### src/rtl/sar_adc_pkg.sv
`timescale 1ns/1ps
package sar_adc_pkg;
  localparam int REG_W = 8;
  localparam logic [1:0] ADDR_CTRL = 2'd1;
  localparam logic [1:0] ADDR_HIGH = 2'd2;
  localparam logic [1:0] ADDR_MODE = 2'd3;

  typedef enum logic [1:0] {
    SEQ_IDLE   = 2'd0,
    SEQ_SAMPLE = 2'd1,
    SEQ_CONV   = 2'd2
  } seq_state_t;

  typedef struct packed {
    logic       en;
    logic       start;
    logic       eoc;
    logic       gin;
    logic [2:0] chan;
  } ctrl_t;
endpackage

### src/rtl/sar_tick_gen.sv
`timescale 1ns/1ps
module sar_tick_gen #(
  parameter int DIV = 4
) (
  input  logic clk,
  input  logic rst_n,
  input  logic clk_sel,
  input  logic slow_mode,
  input  logic osc_tick,
  output logic step
);
  localparam int CW = (DIV > 1) ? $clog2(DIV) : 1;

  logic [CW-1:0] div_cnt;
  logic          div_tick;

  assign div_tick = (div_cnt == CW'(DIV - 1));

  always_ff @(posedge clk or negedge rst_n) begin
    if (!rst_n) div_cnt <= '0;
    else if (div_tick) div_cnt <= '0;
    else div_cnt <= div_cnt + 1'b1;
  end

  // oscillator steps are only honoured in normal power mode
  assign step = clk_sel ? (osc_tick & ~slow_mode) : div_tick;
endmodule

### src/rtl/sar_seq.sv
`timescale 1ns/1ps
module sar_seq
  import sar_adc_pkg::*;
#(
  parameter int RES_W   = 12,
  parameter int SHORT_W = 8
) (
  input  logic             clk,
  input  logic             rst_n,
  input  logic             go,
  input  logic             step,
  input  logic             res_long,
  input  logic             cmp_hi,
  output logic             busy,
  output logic             sampling,
  output logic [RES_W-1:0] dac_code,
  output logic             done,
  output logic [RES_W-1:0] result
);
  localparam int IDX_W = $clog2(RES_W);
  localparam logic [IDX_W-1:0] TOP_IDX   = IDX_W'(RES_W - 1);
  localparam logic [IDX_W-1:0] SHORT_LSB = IDX_W'(RES_W - SHORT_W);

  seq_state_t       state;
  logic [RES_W-1:0] approx;
  logic [RES_W-1:0] kept;
  logic [RES_W-1:0] trial_nxt;
  logic [IDX_W-1:0] idx;
  logic             long_q;
  logic [IDX_W-1:0] stop_idx;
  logic             last_bit;

  assign stop_idx = long_q ? '0 : SHORT_LSB;
  assign last_bit = (idx == stop_idx);

  always_comb begin
    kept      = approx;
    kept[idx] = cmp_hi;
    trial_nxt = kept;
    if (idx != '0) trial_nxt[idx - 1'b1] = 1'b1;
  end

  assign busy     = (state != SEQ_IDLE);
  assign sampling = (state == SEQ_SAMPLE);
  assign dac_code = approx;
  assign done     = go && step && (state == SEQ_CONV) && last_bit;
  assign result   = kept;

  always_ff @(posedge clk or negedge rst_n) begin
    if (!rst_n) begin
      state  <= SEQ_IDLE;
      approx <= '0;
      idx    <= '0;
      long_q <= 1'b0;
    end else if (!go) begin
      state  <= SEQ_IDLE;
      approx <= '0;
    end else begin
      unique case (state)
        SEQ_IDLE: begin
          state  <= SEQ_SAMPLE;
          long_q <= res_long;
          approx <= '0;
        end
        SEQ_SAMPLE: if (step) begin
          state  <= SEQ_CONV;
          approx <= {1'b1, {(RES_W-1){1'b0}}};
          idx    <= TOP_IDX;
        end
        SEQ_CONV: if (step) begin
          if (last_bit) begin
            state  <= SEQ_IDLE;
            approx <= '0;
          end else begin
            approx <= trial_nxt;
            idx    <= idx - 1'b1;
          end
        end
        default: state <= SEQ_IDLE;
      endcase
    end
  end
endmodule

### src/rtl/sar_chan_dec.sv
`timescale 1ns/1ps
module sar_chan_dec #(
  parameter int NCH = 8,
  parameter int CH_W = 3
) (
  input  logic            gin,
  input  logic [CH_W-1:0] chan,
  output logic [NCH-1:0]  ain_sel
);
  for (genvar i = 0; i < NCH; i++) begin : g_sw
    assign ain_sel[i] = gin && (chan == CH_W'(i));
  end
endmodule

### src/rtl/sar_regs.sv
`timescale 1ns/1ps
module sar_regs
  import sar_adc_pkg::*;
#(
  parameter int RES_W = 12
) (
  input  logic             clk,
  input  logic             rst_n,
  input  logic             bus_wr,
  input  logic [1:0]       bus_addr,
  input  logic [REG_W-1:0] bus_wdata,
  output logic [REG_W-1:0] bus_rdata,
  input  logic             done,
  input  logic [RES_W-1:0] res_in,
  output ctrl_t            ctrl,
  output logic             clk_sel,
  output logic             res_long
);
  localparam int LOW_W = RES_W - REG_W;

  logic [RES_W-1:0] result_q;
  logic             unused_wbit;

  assign unused_wbit = bus_wdata[3];

  always_ff @(posedge clk or negedge rst_n) begin
    if (!rst_n) begin
      ctrl     <= '0;
      clk_sel  <= 1'b0;
      res_long <= 1'b0;
      result_q <= '0;
    end else begin
      if (bus_wr && bus_addr == ADDR_CTRL) begin
        ctrl.en    <= bus_wdata[7];
        ctrl.start <= bus_wdata[6];
        ctrl.eoc   <= bus_wdata[6] ? 1'b0 : bus_wdata[5];
        ctrl.gin   <= bus_wdata[4];
        ctrl.chan  <= bus_wdata[2:0];
      end
      if (bus_wr && bus_addr == ADDR_MODE) begin
        clk_sel  <= bus_wdata[6];
        res_long <= bus_wdata[5];
      end
      // completion outranks a same-cycle software write
      if (done) begin
        ctrl.start <= 1'b0;
        ctrl.eoc   <= 1'b1;
        result_q   <= res_in;
      end
    end
  end

  always_comb begin
    unique case (bus_addr)
      ADDR_CTRL: bus_rdata = {ctrl.en, ctrl.start, ctrl.eoc, ctrl.gin, 1'b0, ctrl.chan};
      ADDR_HIGH: bus_rdata = result_q[RES_W-1 -: REG_W];
      ADDR_MODE: bus_rdata = {1'b0, clk_sel, res_long, {(REG_W-3-LOW_W){1'b0}},
                              result_q[LOW_W-1:0]};
      default:   bus_rdata = '0;
    endcase
  end
endmodule

### src/rtl/sar_adc_ctrl.sv
`timescale 1ns/1ps
module sar_adc_ctrl
  import sar_adc_pkg::*;
#(
  parameter int RES_W   = 12,
  parameter int SHORT_W = 8,
  parameter int NCH     = 8,
  parameter int DIV     = 4
) (
  input  logic             clk,
  input  logic             rst_n,
  input  logic             bus_wr,
  input  logic [1:0]       bus_addr,
  input  logic [7:0]       bus_wdata,
  output logic [7:0]       bus_rdata,
  input  logic             slow_mode,
  input  logic             osc_tick,
  output logic [NCH-1:0]   ain_sel,
  output logic             sample,
  output logic [RES_W-1:0] dac_code,
  input  logic             cmp_hi
);
  localparam int CH_W = $clog2(NCH);

  ctrl_t            ctrl;
  logic             clk_sel;
  logic             res_long;
  logic             step;
  logic             go;
  logic             busy;
  logic             done;
  logic [RES_W-1:0] res_new;

  assign go = ctrl.en && ctrl.start;

  sar_regs #(.RES_W(RES_W)) u_regs (
    .clk(clk), .rst_n(rst_n), .bus_wr(bus_wr), .bus_addr(bus_addr),
    .bus_wdata(bus_wdata), .bus_rdata(bus_rdata), .done(done),
    .res_in(res_new), .ctrl(ctrl), .clk_sel(clk_sel), .res_long(res_long)
  );

  sar_tick_gen #(.DIV(DIV)) u_tick (
    .clk(clk), .rst_n(rst_n), .clk_sel(clk_sel), .slow_mode(slow_mode),
    .osc_tick(osc_tick), .step(step)
  );

  sar_seq #(.RES_W(RES_W), .SHORT_W(SHORT_W)) u_seq (
    .clk(clk), .rst_n(rst_n), .go(go), .step(step), .res_long(res_long),
    .cmp_hi(cmp_hi), .busy(busy), .sampling(sample), .dac_code(dac_code),
    .done(done), .result(res_new)
  );

  sar_chan_dec #(.NCH(NCH), .CH_W(CH_W)) u_dec (
    .gin(ctrl.gin), .chan(ctrl.chan[CH_W-1:0]), .ain_sel(ain_sel)
  );
endmodule

### config.mk
export PLATFORM = sky130hd
export DESIGN_NAME = sar_adc_ctrl
export DESIGN_NICKNAME = d
export VERILOG_FILES = /design/src/rtl/sar_adc_pkg.sv /design/src/rtl/sar_tick_gen.sv /design/src/rtl/sar_seq.sv /design/src/rtl/sar_chan_dec.sv /design/src/rtl/sar_regs.sv /design/src/rtl/sar_adc_ctrl.sv
export SDC_FILE = /design/constraint.sdc
export NUM_CORES = 1
export LEC_CHECK = 0
export ABC_CLOCK_PERIOD_IN_PS = 4600
export BUFFER_PORTS_ARGS = -buffer_cell sky130_fd_sc_hd__buf_2
export CAP_MARGIN = 20
export CORE_ASPECT_RATIO = 0.5
export CORE_UTILIZATION = 61
export DETAILED_ROUTE_END_ITERATION = 6
export PLACE_DENSITY = 0.84
export SLEW_MARGIN = 40
export SYNTH_ARGS = -nofsm -noshare
export SYNTH_HDL_FRONTEND = slang
export SYNTH_SLANG_ARGS = --single-unit
### constraint.sdc
create_clock -name clk -period 4.6 [get_ports clk]
set_input_delay 0.46 -clock clk [delete_from_list [all_inputs] [get_ports clk]]
set_output_delay 0.46 -clock clk [all_outputs]
set_load 0.02 [all_outputs]
==> impl_metrics.tcl <==
set metrics [dict create \
    cts_resized 0 \
    cp-end-kind "flop" \
    finalCritPeriodShare 0.666 \
    cp-start-kind "flop" \
    placementRows 16 \
    gp_congestion 0.857 \
    cp.buffers_inverters 2 \
    initial_core_util 0.672 \
    io_buffer_count 43 \
    clk_latency_ps 300 \
    r2r-start "u_seq.idx[0]" \
    slew_viol_final 0 \
    drt_iter0_drc 230 \
    ys_warn_count 0 \
    cts-root-buf "clkbuf_8" \
    crit_start "u_seq.idx[0]" \
    routed_wl_mm 6.64 \
    cts_tree "built" \
    die_y_um 49.7 \
    pwr_density_cell_nw_per_um2 390 \
    vias 2314 \
    track_usage 0.294 \
    syn_area_um2 2770 \
    layout.cells.most_common_list "buf_2 (42), dfrtp_1 (41), mux2_2 (23)" \
    max_stage_delay_ps 670 \
    dr.pass1.iters 5 \
    ys_seq_area_frac 0.379 \
    finalClockSkew_ps 6.72 \
    grt_max_degree 43 \
    cts_max_path_buffers 2 \
    postRouteAntennaNets 0 \
    place_area_um2 2980 \
    maxCapViolations 0 \
    dp_hpwl_mm 4.83 \
    grt_pass1_vias 2186 \
    routedWlPerCell_um 18.4 \
    final_common_cell "buf_2" \
    drive_gt1_frac 0.306 \
    syn_to_final_growth_pct 11.0 \
    die_w_um 97.3 \
    grt_pass1_wl_mm 11.0 \
    worstPathRequired_ps 4790 \
    timing.slew.headroom 0.500 \
    setup_tns_ps 0 \
    power_leakage_nw 1.41 \
    fill_cells 300 \
    synth_cell_types 51 \
    clock_sinks 42 \
    syn_avg_cell_area_um2 10.2 \
    synth_enable_flop_cells 0 \
    hold_viol 0 \
    yosys_most_used_dff "dfrtp_1" \
    n_antenna_cell 0 \
    ctsHoldBuffers 0 \
    slowest_stage "nor2b_1" \
    antenna_found_initial 0 \
    finalSetupViolations 0 \
    cp_cell_sequence "inv_1 > ha_1 > nor2b_1 > nand3_4 > a211oi_4 > buf_4 > mux2_2" \
    ys_top_cells_by_area "dfrtp_1 (38%), mux2_2 (9.3%), ha_1 (5.0%)" \
    critPathTopFamily "simple AND/OR/NAND/NOR gates" \
    htree_levels 2 \
    final_nets 333 \
    die_area_um2 4840 \
    core_region_area_um2 4120 \
    fmax_mhz 326 \
    status "completed" \
    path_max_fanout 12 \
    criticalPathCategory "reg2reg" \
    postCtsSetupRepairBufs 0 \
    final_area_um2 3080 \
    rsz0062_at_grt "false" \
    syn_inst 271 \
    period_needed_ps 3060 \
    synth_seq_cells 42 \
    synth_top_cell_area_share 0.379 \
    grt_overflow 0 \
    peakVddDrop_uv 197 \
    critPathArrivalTime_ps 3250 \
    vias_per_cell 6.41 \
    numCtsBuffers 5 \
    syn_nets 298 \
    yosysTopAreaCell "dfrtp_1" \
    hold_path_class "in2async" \
    drc_errors 0 \
    synthArstFlopShare 1.00 \
    worst_slew_pin_slew_ps 749 \
    io_pins 45 \
    fin_util 0.746 \
    clkTransAtPathRegs_ps 80 \
]
==> worst paths after layout <==
| path | endpoint | slack, ps | cells past startpoint |
|---|---|---|---|
| min | u_regs.res_long | 130 | 1 |
| max | u_regs.result_q[1] | 1540 | 7 |
| min reg2reg | u_tick.div_cnt[0] | 430 | 1 |
| max in group asynchronous | u_seq.idx[2] | 4070 | 1 |
| max reg2reg | u_regs.result_q[1] | 1540 | 7 |
| min in group clk | u_regs.ctrl[0] | 390 | 2 |
==> cell usage after synthesis (2+ instances only) <==
library cell  number
clkbuf_1          13
or3_1              2
o2bb2ai_1          4
o22ai_1            5
inv_1             15
nor3b_1            4
mux2_2            23
o221a_2            2
nand2_1           19
buf_4              2
a221oi_1           5
nor3_1             6
a22o_1            10
nor2b_1            8
nand4_1            2
o21ai_0            5
nand2b_1           6
a21oi_1            9
a22oi_1            6
dfrtp_1           42
o221ai_1           3
a2bb2oi_1          4
nand3b_1           6
mux2_4             5
o21a_1             2
nor2_1            11
ha_1              11
nand3_1            6
a31oi_1            2
mux2i_1           12
==> power breakdown <==
part | switching, W | internal (W) | leakage [nW]
Sequential | 0.0000970 | 0.000407 | 0.527
Combinational | 0.000267 | 0.000188 | 0.844
Clock | 0.000136 | 0.000107 | 0.0441
==> per-stage QoR <==
| step | setup WS (ps) | cells | hold slack [ps] | power (W) |
|---|---|---|---|---|
| 3_5_place_dp | 1470 | 352 | 420 | 0.000949 |
| 2_1_floorplan | 2580 | 271 | 164 | 0.000841 |
| 5_1_grt | 1360 | 361 | 171 | 0.00127 |
| 4_1_cts | 1460 | 360 | 156 | 0.00119 |
| 3_3_place_gp | 1620 | 352 | 413 | 0.000930 |
| 6_report | 1540 | 361 | 134 | 0.00120 |
==> area by class of cell <==
| type | instances | area [um2] | share of cell area |
|---|---|---|---|
| Clock inverter | 3 | 21.3 | 0.00691 |
| Multi-Input combinational cell | 197 | 1580 | 0.514 |
| Inverter | 16 | 60.1 | 0.0195 |
| Timing Repair Buffer | 44 | 225 | 0.0732 |
| Sequential cell | 42 | 1050 | 0.342 |
| Tap cell | 54 | 67.6 | 0.0220 |
| Clock buffer | 5 | 68.8 | 0.0224 |
==> worst reg2reg max path, cell delays in order (launching register included) <==
cell	delay (ps)
dfrtp_1	460
inv_1	160
ha_1	430
nor2b_1	670
nand3_4	150
a211oi_4	420
buf_4	280
mux2_2	360
==> routing by layer <==
metal	routed length, um	share of wire	up-vias	global-route usage
li1	-	-	1064	-
met1	3100	0.47	1121	0.432
met2	2900	0.44	119	0.434
met3	587	0.088	10	0.0823
met4	45	0.0068	0	0.0613
met5	0	0	-	0
==> cells by family (layout without fill, tap and decap cells) <==
family	count (synthesis)	in the layout	share of synthesized area
AO/OA/AOI/OAI	66	66	0.190
XOR/XNOR	1	1	0.00993
adder cells (fa/ha/maj)	11	11	0.0496
buffers and inverters	32	68	0.0501
flip-flops	42	42	0.379
multiplexers	40	40	0.164
AND/OR/NAND/NOR	79	79	0.158
==> flip-flops by register name, indices dropped and copies added, names as in the netlist <==
register	flops
u_regs.res_long	1
u_seq.long_q	1
u_seq.idx	4
u_tick.div_cnt	2
u_seq.dac_code	12
u_regs.result_q	12
u_regs.clk_sel	1
u_seq.state	2
u_regs.ctrl	7
Note: power is estimated with default switching activity, not from simulation.
